[src/rtl/cm_pkg.sv]
package cm_pkg;
  typedef enum logic {
    WIN_CLOSED = 1'b0,
    WIN_OPEN   = 1'b1
  } win_state_e;

  function automatic logic iso_verdict(input logic strict, input win_state_e st);
    return !strict || (st == WIN_OPEN);
  endfunction
endpackage

[src/rtl/cm_master_ctrl.sv]
module cm_master_ctrl (
  input  logic clk,
  input  logic rst_n,
  input  logic master_en,
  input  logic is_root,
  input  logic cyc_count_inc,
  input  logic cyc_timeout,
  output logic cyc_req,
  output logic master_active
);
  logic to_lat;
  logic req_q;

  always_ff @(posedge clk) begin
    if (!rst_n) begin
      to_lat <= 1'b0;
    end else if (cyc_timeout) begin
      to_lat <= 1'b1;
    end else if (!master_en) begin
      to_lat <= 1'b0;
    end
  end

  always_ff @(posedge clk) begin
    if (!rst_n) begin
      req_q <= 1'b0;
    end else begin
      req_q <= master_en && is_root && cyc_count_inc && !to_lat && !cyc_timeout;
    end
  end

  assign cyc_req       = req_q;
  assign master_active = master_en && !to_lat;

  AST_REQ_CAUSE: assert property (@(posedge clk) disable iff (!rst_n)
    cyc_req |-> $past(cyc_count_inc && master_en && is_root));
  AST_REQ_NEEDS_EN_ROOT: assert property (@(posedge clk) disable iff (!rst_n)
    (!is_root || !master_en) |=> !cyc_req);
  AST_LATCH_HOLDS: assert property (@(posedge clk) disable iff (!rst_n)
    (to_lat && master_en) |=> to_lat);
  AST_LATCH_BLOCKS_REQ: assert property (@(posedge clk) disable iff (!rst_n)
    to_lat |-> !cyc_req);
endmodule

[src/rtl/cm_iso_window.sv]
module cm_iso_window
  import cm_pkg::*;
(
  input  logic       clk,
  input  logic       rst_n,
  input  logic       cyc_start_seen,
  input  logic       subact_gap,
  input  logic       bus_reset,
  output win_state_e win_state
);
  win_state_e st_q;

  always_ff @(posedge clk) begin
    if (!rst_n) begin
      st_q <= WIN_CLOSED;
    end else if (bus_reset) begin
      st_q <= WIN_CLOSED;
    end else if (cyc_start_seen) begin
      st_q <= WIN_OPEN;
    end else if (subact_gap) begin
      st_q <= WIN_CLOSED;
    end
  end

  assign win_state = st_q;

  AST_BUSRST_CLOSES: assert property (@(posedge clk) disable iff (!rst_n)
    bus_reset |=> (win_state == WIN_CLOSED));
  AST_START_OPENS: assert property (@(posedge clk) disable iff (!rst_n)
    (cyc_start_seen && !bus_reset) |=> (win_state == WIN_OPEN));
  AST_GAP_CLOSES: assert property (@(posedge clk) disable iff (!rst_n)
    (subact_gap && !cyc_start_seen) |=> (win_state == WIN_CLOSED));
endmodule

[src/rtl/cm_verdict_stage.sv]
module cm_verdict_stage
  import cm_pkg::*;
#(
  parameter int TAG_W = 8
) (
  input  logic             clk,
  input  logic             rst_n,
  input  logic             strict_mode,
  input  win_state_e       win_state,
  input  logic             pkt_valid,
  input  logic [TAG_W-1:0] pkt_tag,
  output logic             pkt_ready,
  output logic             verd_valid,
  input  logic             verd_ready,
  output logic [TAG_W-1:0] verd_tag,
  output logic             verd_accept
);
  logic             vld_q;
  logic [TAG_W-1:0] tag_q;
  logic             acc_q;
  logic             take;

  assign pkt_ready = !vld_q || verd_ready;
  assign take      = pkt_valid && pkt_ready;

  always_ff @(posedge clk) begin
    if (!rst_n) begin
      vld_q <= 1'b0;
      tag_q <= '0;
      acc_q <= 1'b0;
    end else if (take) begin
      vld_q <= 1'b1;
      tag_q <= pkt_tag;
      acc_q <= iso_verdict(strict_mode, win_state);
    end else if (verd_ready) begin
      vld_q <= 1'b0;
    end
  end

  assign verd_valid  = vld_q;
  assign verd_tag    = tag_q;
  assign verd_accept = acc_q;

  AST_STRICT_REJECT: assert property (@(posedge clk) disable iff (!rst_n)
    (take && strict_mode && win_state == WIN_CLOSED) |=> (verd_valid && !verd_accept));
  AST_LAX_ACCEPT: assert property (@(posedge clk) disable iff (!rst_n)
    (take && !strict_mode) |=> (verd_valid && verd_accept));
  AST_HOLD_STABLE: assert property (@(posedge clk) disable iff (!rst_n)
    (verd_valid && !verd_ready) |=> (verd_valid && $stable(verd_tag) && $stable(verd_accept)));
  AST_TAG_PASS: assert property (@(posedge clk) disable iff (!rst_n)
    take |=> (verd_tag == $past(pkt_tag)));
endmodule

[src/rtl/cm_cycle_master_filter.sv]
module cm_cycle_master_filter
  import cm_pkg::*;
#(
  parameter int TAG_W = 8
) (
  input  logic             clk,
  input  logic             rst_n,
  input  logic             master_en,
  input  logic             is_root,
  input  logic             strict_mode,
  input  logic             cyc_count_inc,
  input  logic             cyc_timeout,
  input  logic             cyc_start_seen,
  input  logic             subact_gap,
  input  logic             bus_reset,
  input  logic             pkt_valid,
  input  logic [TAG_W-1:0] pkt_tag,
  output logic             pkt_ready,
  output logic             cyc_req,
  output logic             master_active,
  output logic             verd_valid,
  input  logic             verd_ready,
  output logic [TAG_W-1:0] verd_tag,
  output logic             verd_accept
);
  win_state_e win_state;

  cm_master_ctrl master_i (
    .clk          (clk),
    .rst_n        (rst_n),
    .master_en    (master_en),
    .is_root      (is_root),
    .cyc_count_inc(cyc_count_inc),
    .cyc_timeout  (cyc_timeout),
    .cyc_req      (cyc_req),
    .master_active(master_active)
  );

  cm_iso_window window_i (
    .clk           (clk),
    .rst_n         (rst_n),
    .cyc_start_seen(cyc_start_seen),
    .subact_gap    (subact_gap),
    .bus_reset     (bus_reset),
    .win_state     (win_state)
  );

  cm_verdict_stage #(.TAG_W(TAG_W)) verdict_i (
    .clk        (clk),
    .rst_n      (rst_n),
    .strict_mode(strict_mode),
    .win_state  (win_state),
    .pkt_valid  (pkt_valid),
    .pkt_tag    (pkt_tag),
    .pkt_ready  (pkt_ready),
    .verd_valid (verd_valid),
    .verd_ready (verd_ready),
    .verd_tag   (verd_tag),
    .verd_accept(verd_accept)
  );

  AST_ACTIVE_STATUS: assert property (@(posedge clk) disable iff (!rst_n)
    (cyc_timeout && master_en) |=> !master_active);
endmodule

[config.mk]
export PLATFORM = sky130hd
export DESIGN_NAME = cm_cycle_master_filter
export DESIGN_NICKNAME = d
export VERILOG_FILES = /design/src/rtl/cm_pkg.sv /design/src/rtl/cm_master_ctrl.sv /design/src/rtl/cm_iso_window.sv /design/src/rtl/cm_verdict_stage.sv /design/src/rtl/cm_cycle_master_filter.sv
export SDC_FILE = /design/constraint.sdc
export NUM_CORES = 1
export LEC_CHECK = 0
export ABC_CLOCK_PERIOD_IN_PS = 1300
export BUFFER_PORTS_ARGS = -buffer_cell sky130_fd_sc_hd__buf_2
export CAP_MARGIN = 10
export CELL_PAD_IN_SITES_DETAIL_PLACEMENT = 2
export CELL_PAD_IN_SITES_GLOBAL_PLACEMENT = 2
export CORE_ASPECT_RATIO = 0.8
export CORE_MARGIN = 5
export CORE_UTILIZATION = 21
export DETAILED_ROUTE_END_ITERATION = 10
export GPL_TIMING_DRIVEN = 0
export PLACE_DENSITY_LB_ADDON = 0.1
export SETUP_SLACK_MARGIN = 0.4
export SYNTH_ARGS = -nofsm -noshare
export SYNTH_HDL_FRONTEND = slang
export SYNTH_SLANG_ARGS = --single-unit
[constraint.sdc]
create_clock -name clk -period 1.3 [get_ports clk]
set_input_delay 0 -clock clk [delete_from_list [all_inputs] [get_ports clk]]
set_output_delay 0 -clock clk [all_outputs]
set_load 0.01 [all_outputs]
== Yosys cells after proc, flatten, opt, wreduce, memory -nomap -nowiden ==
Index checks and enable logic that the tools add are counted.

* Eq/ne operators: 1
* Mux-type cells: 6
* Bitwise operators: 1
* Reductions and logical operators: 15

{| class="wikitable"
|+ Operator list
! kind !! count
|-
| logical AND 1 bit || 6
|-
| two-way mux 1 bit || 6
|-
| logical NOT 1 bit || 4
|-
| nonzero test 2 bit || 2
|-
| logical OR 1 bit || 2
|-
| inequality test 2 x 1 -> 1 bit, second input constant || 1
|-
| OR reduction 2 bit || 1
|-
| inverter 1 bit || 1
|}

* Flip-flop bits (word level): 13
* Bits of input ports: 20
* Output and inout bits: 13

== Logic depth before layout (Yosys ltp) ==
Gate-level depths: netlist (run 1).

* Depth after elaboration: 4
* Gate-level depth with buffers: 4

== Cells and area by module ==
From an unflattened synthesis (run 1), not the netlist that was laid out.

* Cell total of the unflattened synthesis: 55
* Area total of the unflattened synthesis: 536.8 µm²

{| class="wikitable"
|+ Modules (own cells, without submodules)
! module !! instances !! cells each !! area an instance (µm²)
|-
| cm_verdict_stage || 1 || 44 || 421.7
|-
| cm_master_ctrl || 1 || 7 || 75.1
|-
| cm_iso_window || 1 || 4 || 40.0
|}

== Worst setup path before layout (run 1) ==
Ideal clock, no wire load.

* Path kind: register -> register
* Start: register verdict_i.vld_q, in the netlist verdict_i.verd_valid
* End: register verdict_i.acc_q, in the netlist verdict_i.verd_accept
* Setup time: 0.122 ns
* Data arrival time: 0.889 ns
* Required time: 1.178 ns
* Slack: 0.289 ns
* Stages on the path, launching flop included: 5
* Path buffers: 1
* Clock period less this slack: 1.011 ns
* Path through: dfxtp_1 -> nand2b_1 -> buf_6 -> nand2_8 -> o311a_1

* Longest elaborated chain between the ends: 3

{| class="wikitable"
|+ Ends and longest elaborated chain
! item !! line !! source
|-
| start: declaration || cm_verdict_stage.sv:18 || <nowiki>logic vld_q;</nowiki>
|-
| start signal: assignment || cm_verdict_stage.sv:28 || <nowiki>vld_q <= 1'b0;</nowiki>
|-
| start signal: assignment || cm_verdict_stage.sv:32 || <nowiki>vld_q <= 1'b1;</nowiki>
|-
| start signal: assignment || cm_verdict_stage.sv:36 || <nowiki>vld_q <= 1'b0;</nowiki>
|-
| logical NOT 1 bit || cm_verdict_stage.sv:23 || <nowiki>assign pkt_ready = !vld_q || verd_ready;</nowiki>
|-
| logical OR 1 bit || cm_verdict_stage.sv:23 ||
|-
| via pkt_ready || cm_cycle_master_filter.sv:18 || <nowiki>output logic pkt_ready,</nowiki>
|-
| logical AND 1 bit || cm_verdict_stage.sv:24 || <nowiki>assign take = pkt_valid && pkt_ready;</nowiki>
|-
| end signal: assignment || cm_verdict_stage.sv:34 || <nowiki>acc_q <= iso_verdict(strict_mode, win_state);</nowiki>
|-
| end: declaration || cm_verdict_stage.sv:20 || <nowiki>logic acc_q;</nowiki>
|}

The timed path passes the listed nets, and every way through them passes these cells.
A chain may end at the register's enable or synchronous reset.

== Worst setup path in the final report (run 1) ==
* Start: register verdict_i.vld_q, in the netlist verdict_i.verd_valid
* End: register verdict_i.acc_q, in the netlist verdict_i.verd_accept

* Longest elaborated chain between the ends: 3

{| class="wikitable"
|+ Ends and longest elaborated chain
! item !! line
|-
| logical NOT 1 bit || cm_verdict_stage.sv:23
|-
| logical OR 1 bit || cm_verdict_stage.sv:23
|-
| logical AND 1 bit || cm_verdict_stage.sv:24
|}

No other way between the ends.

==> results of run 1 <==
-- area by class of cell --
type | count | area share (%)
repair buffers | 48 | 35.0
flip-flops and latches | 13 | 28.3
multi-input cells | 36 | 25.7
well taps | 36 | 4.85
clock buffers | 4 | 2.83
plain buffers | 3 | 2.15
inverters | 3 | 1.21
-- metrics by stage --
stage | power [mW] | area, um2 | utilization, %
after floorplan | 0.517 | 529 | -
after global placement | 0.585 | 734 | 30.3
after detailed placement | 0.588 | 734 | 30.3
after CTS | 0.890 | 930 | 38.4
after global routing | 0.917 | 930 | 38.4
final | 0.868 | 930 | 38.4
-- registers in the layout, summed over array words and instances (netlist names) --
signal,flops
verdict_i.verd_valid,1
verdict_i.verd_accept,1
master_i.cyc_req,1
window_i.win_state,1
master_i.to_lat,1
verdict_i.verd_tag,8
-- cell usage after synthesis --
cell	number	area share (%)
sky130_fd_sc_hd__buf_2	1	0.95
sky130_fd_sc_hd__and4_1	1	1.7
sky130_fd_sc_hd__o311a_1	1	1.9
sky130_fd_sc_hd__buf_6	1	2.1
sky130_fd_sc_hd__inv_1	3	2.1
sky130_fd_sc_hd__nand2b_1	1	1.2
sky130_fd_sc_hd__nand2_1	16	11
sky130_fd_sc_hd__clkbuf_1	1	0.71
sky130_fd_sc_hd__nor2b_1	3	3.6
sky130_fd_sc_hd__dfxtp_1	13	49
sky130_fd_sc_hd__a21oi_1	2	1.9
sky130_fd_sc_hd__a21boi_1	1	1.4
sky130_fd_sc_hd__mux2i_1	8	15
sky130_fd_sc_hd__nand2_8	1	3.8
sky130_fd_sc_hd__a21o_1	1	1.4
sky130_fd_sc_hd__nor3b_1	1	1.4
-- routing by layer --
metal	vias up	global-route usage, %
met5	-	0
met4	0	3.04
met3	2	4.31
met2	18	18.1
met1	269	9.15
li1	283	-
-- worst min-delay path: cells and delay by family --
kind	cells	cell delay [ps]
AOI/OAI and AO/OA	1	50
buffers and inverters	2	200
-- what timing repair did --
| action | 4_1_cts | 5_1_grt |
|---|---|---|
| gates resized for setup | 2 | 0 |
| pin swaps | 0 | 0 |
| setup endpoints to repair | 3 | 10 |
| hold buffers | 13 | 0 |
| setup buffers | 3 | 0 |
| hold endpoints to repair | 11 | 0 |
-- cells by family after synthesis --
| family | count (synthesis) | share of synthesized area [%] |
|---|---|---|
| muxes | 8 | 15.2 |
| buffers and inverters | 6 | 5.92 |
| DFF | 13 | 49.3 |
| and+or+nand+nor | 23 | 23.0 |
| AOI/OAI and AO/OA | 5 | 6.64 |
-- where the power goes --
part	switching (mW)	internal [mW]
logic	0.0780	0.108
clock network	0.128	0.119
registers	0.0113	0.424
total	0.218	0.651
-- path summary, 6_finish.rpt --
check                   startpoint               endpoint  slack, ps  cells after the start
max reg2reg   verdict_i.verd_valid  verdict_i.verd_accept        340                      4
max           verdict_i.verd_valid  verdict_i.verd_accept        340                      4
min                      pkt_valid   verdict_i.verd_valid         20                      3
min reg2reg  verdict_i.verd_tag[1]  verdict_i.verd_tag[1]        460                      2
==> results.md, run 1 <==
* outcome: finished, final reports clean
* sum of buffers and inverters on the critical path: 1
* CTS Root Buffer Type: sky130_fd_sc_hd__clkbuf_4
* number of rows in the core area: 16
* Tightest Pin Transition: 422 ps
* Final min period: 955 ps
* wire length of the first global-routing pass: 2.50 mm
* Total Neg Setup Slack: 0 ps
* horizontal die dimension: 66.1 um
* sequential cell area: 263 um2
* Worst path max stage delay: 320 ps
* CTS tree: built
* Port Buf Inserts: 32
* Max Used Layer: met4
* net total in the final layout: 128
* boundary pin count: 33
* Final setup viols: 0
* Synthesized Nets: 75
* number of distinct library cells after synthesis: 16
* critical-path maximum fanout: 4
* area enclosed by the die boundary: 3620 um2
* DIE HEIGHT: 54.9 um
* antenna violation net count after detailed routing: 0
* via count: 572
* # placed instances: 123
* layout filler cell count: 278
* per-cell via count in the routed design: 4.00
* first-pass iteration count of the detailed router: 3
* Syn-to-layout area delta: 76.1%
* required time of the critical path: 1460 ps
* global routing usage summed across all routing layers: 9.44%
* final non-filler cell total: 143
* initial core utilization: 21.8%
* post-synthesis sequential element count: 13
* Avg Inst Size Synth: 9.60 um2
* global route overflow: 0
* Skew-Pair Late Insertion Delay: 280 ps
* worst IR drop on VDD: 0.000442 V
* Synth Cell Area: 528 um2
* path category of the worst min-delay check: input port to flop
* most common library cell in the layout ignoring fill and taps: sky130_fd_sc_hd__buf_2
* layout cell share with drive strength beyond 1: 41.1%
* final number of hold-violating endpoints: 0
* routed length on met1: 653 um
* htree depth: 1
* Total Wirelength: 1.59 mm
* Synth warnings: 0
* placed wire-length estimate: 1.17 mm
* clock skew after layout: 7.54 ps
* placeable core area: 2420 um2
* largest net degree at the start of global routing: 11
* combined area of the multi-input logic cells: 239 um2
* clock input transition at the sequential cells of the worst setup and hold paths: 70 ps
* power per standard cell area: 934 nW/um2
* Rel. slew slack: 71.8%
* Max Buffers Root-to-Sink: 2
* post-route worst hold slack: 21.0 ps
* number of antenna violations at the first check in global routing: 0
* average detailed-routed wire length per instance: 11.1 um
* total clock buffers created by CTS: 3
* setup repair after global routing missed its margin: true
* critical path class: flop to flop
* data arrival time at the worst-slack endpoint: 1120 ps
* critical path capture point type: flop
* share of the cycle needed by the critical path after routing: 73.5%
* vias in the first global route: 609
* Final GP Congestion: 0.624
* number of sinks on the clock net: 13
* final antenna diode count: 0
* slack of the critical path: 345 ps
* leakage power total: 0.476 nW
* sequence of cells on the critical path: nand2b_1, buf_6, nand2_8, o311a_1
* sequential-to-total area share from yosys stat: 49.3%
* crit path max-delay cell type: sky130_fd_sc_hd__dfxtp_2
* wire length on met2: 818 um
* number of violations reported at the end of detailed-routing iteration 0: 9
* kind of cell adding the most delay to the critical path: flip-flops
* final count of pins violating max slew: 0
* startpoint type of the worst setup path: flop
* commonest cells after routing, fill and taps aside: 33 x sky130_fd_sc_hd__buf_2, 16 x sky130_fd_sc_hd__nand2_1, 13 x sky130_fd_sc_hd__dlygate4sd3_1
* wire length on met3: 105 um
* setup slack at placement: 299 ps
* FMAX: 1050 MHz
* drt drc: 0
* cell count after synthesis: 55
* Maximum Capacitance Violations: 0
Power figures use the tool's default switching activity.
==> run 2: changes to the inputs <==
ABC_CLOCK_PERIOD_IN_PS = 800   (was 1300)
CORE_UTILIZATION = 19   (was 21)
clock period = 0.8 ns   (was 1.3 ns; I/O delays follow)
==> run 2 against run 1 <==
Net effect:
- the run now ends with negative hold slack, negative setup slack left
- global-route usage is 0.36 points lower
- clock skew increased by 5.6 ps
- first-iteration DRC count decreased by 78%
- critical path type unchanged
- critical endpoint unchanged
==> results.md, run 2 (synthesis results as in run 1) <==
* initial core utilization: 19.4%, -2.4 points
* global routing usage summed across all routing layers: 9.08%, -0.36 points
* critical-path maximum fanout: 8, +4
* final number of hold-violating endpoints: 11, +11
* clock skew after layout: 13.1 ps, +5.60 ps
* final count of pins violating max slew: 0, unchanged
* number of antenna violations at the first check in global routing: 0, unchanged
* outcome: finished with violations
* critical path class: flop to flop
* # placed instances: 125, +1.6%
* power per standard cell area: 1520 nW/um2, +63%
* number of sinks on the clock net: 13, unchanged
* via count: 549, -4.0%
* largest net degree at the start of global routing: 11, unchanged
* average detailed-routed wire length per instance: 11.8 um, +6.4%
* critical path capture point type: flop
* Final Power: 1.46 mW, +69%
* combined area of the multi-input logic cells: 256 um2, +7.3%
* violated checks: negative hold slack, negative setup slack
* startpoint type of the worst setup path: flop
* commonest cells after routing, fill and taps aside: 22 x sky130_fd_sc_hd__buf_2, 16 x sky130_fd_sc_hd__nand2_1, 14 x sky130_fd_sc_hd__buf_6
* final non-filler cell total: 139, -2.8%
* placeable core area: 2720 um2, +12%
* first-pass iteration count of the detailed router: 2, -1
* layout filler cell count: 319, +15%
* worst IR drop on VDD: 0.000729 V, +65%
* setup repair after global routing missed its margin: true
* share of the cycle needed by the critical path after routing: 123%, +50 points
* htree depth: 1, unchanged
* clock input transition at the sequential cells of the worst setup and hold paths: 90 ps, +20 ps
* Final min period: 984 ps, +28.8 ps
* wire length of the first global-routing pass: 2.70 mm, +8.0%
* net total in the final layout: 122, -4.7%
* Syn-to-layout area delta: 82.2%
* worst hold stages: 2, -1
* horizontal die dimension: 68.9 um, +4.4%
* slack of the critical path: -184 ps, -529 ps
* Skew-Pair Late Insertion Delay: 280 ps, about the same
* Maximum Capacitance Violations: 0, unchanged
* DIE HEIGHT: 57.2 um, +4.2%
* Port Buf Inserts: 32, unchanged
* layout cell share with drive strength beyond 1: 64.4%, +23 points
* Final setup viols: 12, +12
* vias in the first global route: 624, +2.5%
* Total Wirelength: 1.65 mm, +3.5%
* FMAX: 1020 MHz, -2.9%
* drt drc: 0, unchanged
* placed wire-length estimate: 1.22 mm, +4.1%
* CTS tree: built
* boundary pin count: 33, unchanged
* total clock buffers created by CTS: 3, unchanged
* sequential cell area: 275 um2, +4.8%
* required time of the critical path: 960 ps, -500 ps
* Max Buffers Root-to-Sink: 2, unchanged
* number of violations reported at the end of detailed-routing iteration 0: 2, -7
* global route overflow: 0, unchanged
* Final GP Congestion: 0.574, -8.1%
* most common library cell in the layout ignoring fill and taps: sky130_fd_sc_hd__buf_2
* final antenna diode count: 0, unchanged
* number of rows in the core area: 17, +1
* leakage power total: 0.483 nW, +1.6%
* path category of the worst min-delay check: input port to flop
* per-cell via count in the routed design: 3.95, -1.3%
* data arrival time at the worst-slack endpoint: 1150 ps, +30 ps
* number of flip-flops under the largest register name: 8, unchanged
* area enclosed by the die boundary: 3940 um2, +8.7%
* Tightest Pin Transition: 456 ps, +34.0 ps
* antenna violation net count after detailed routing: 0, unchanged
* post-route worst hold slack: -131 ps, -152 ps
* CTS Root Buffer Type: sky130_fd_sc_hd__clkbuf_4
* Worst Reg-to-Reg Cells: 4, unchanged
* Rel. slew slack: 69.6%, -2.3 points
run 2: cell types whose count changed in the layout (fill, tap and decap cells not counted):
cell / before / now
sky130_fd_sc_hd__nor2b_4: 0 / 1
sky130_fd_sc_hd__clkbuf_1: 2 / 1
sky130_fd_sc_hd__a21oi_2: 0 / 2
sky130_fd_sc_hd__buf_4: 2 / 7
sky130_fd_sc_hd__dfxtp_2: 2 / 12
sky130_fd_sc_hd__a21oi_1: 2 / 0
sky130_fd_sc_hd__dfxtp_1: 11 / 1
sky130_fd_sc_hd__nor3b_2: 0 / 1
sky130_fd_sc_hd__clkinv_2: 0 / 1
sky130_fd_sc_hd__buf_2: 33 / 22
sky130_fd_sc_hd__nor2b_2: 1 / 0
sky130_fd_sc_hd__nor3b_1: 1 / 0
sky130_fd_sc_hd__dlygate4sd3_1: 13 / 0
sky130_fd_sc_hd__buf_6: 1 / 14
run 2: worst paths after layout:
check	startpoint	endpoint	slack [ps]
worst min register to register	verdict_i.verd_tag[6]	verdict_i.verd_tag[6]	470
worst min-delay path	bus_reset	window_i.win_state	-130
worst max-delay path	verdict_i.verd_valid	verdict_i.verd_accept	-180
worst max register to register	verdict_i.verd_valid	verdict_i.verd_accept	-180
run 2: through the flow:
step	cell area, um2	setup WS (ps)	utilization (%)	TNS, ps
floorplan	542	-196	-	-622
global placement	749	-200	27.5	-634
detailed placement	749	-208	27.5	-878
CTS	925	-193	34.0	-1490
global route	962	-236	35.3	-2350
finish	962	-184	35.3	-1540
run 2: area by class of cell:
type	count	share of cell area (%)
Clock inverter	1	0.520
Clock buffer	3	2.34
Buffer	3	2.08
Sequential cell	13	28.6
Inverter	3	1.17
Tap cell	38	4.94
Timing Repair Buffer	42	33.7
Multi-Input combinational cell	36	26.7
run 2: metal layers:
| layer | routed length (um) | GRT usage [%] | up-vias |
|---|---|---|---|
| met1 | 662 | 10.5 | 257 |
| met5 | 0 | 0 | - |
| met4 | 21 | 2.50 | 0 |
| li1 | - | - | 270 |
| met2 | 831 | 15.5 | 20 |
| met3 | 129 | 3.35 | 2 |
run 2: worst max-delay path: stages, from the launching register on:
cell,delay (ps)
sky130_fd_sc_hd__dfxtp_2,320
sky130_fd_sc_hd__nand2b_1,80
sky130_fd_sc_hd__buf_6,120
sky130_fd_sc_hd__nand2_8,70
sky130_fd_sc_hd__o311a_1,280
run 2: timing repair:
action / 4_1_cts / 5_1_grt
setup buffers: 7 / 3
setup endpoints to repair: 26 / 26
endpoints found under the hold margin: 11 / 10
gates cloned: 0 / 0
pin swaps: 1 / 1
gates resized for setup: 21 / 4
run 2: power breakdown:
| group | switching (mW) | total, mW | internal, mW | leakage, nW |
|---|---|---|---|---|
| Clock | 0.220 | 0.405 | 0.185 | 0.0177 |
| Sequential | 0.0279 | 0.722 | 0.694 | 0.112 |
| Combinational | 0.131 | 0.336 | 0.206 | 0.354 |
| Total | 0.378 | 1.46 | 1.09 | 0.483 |
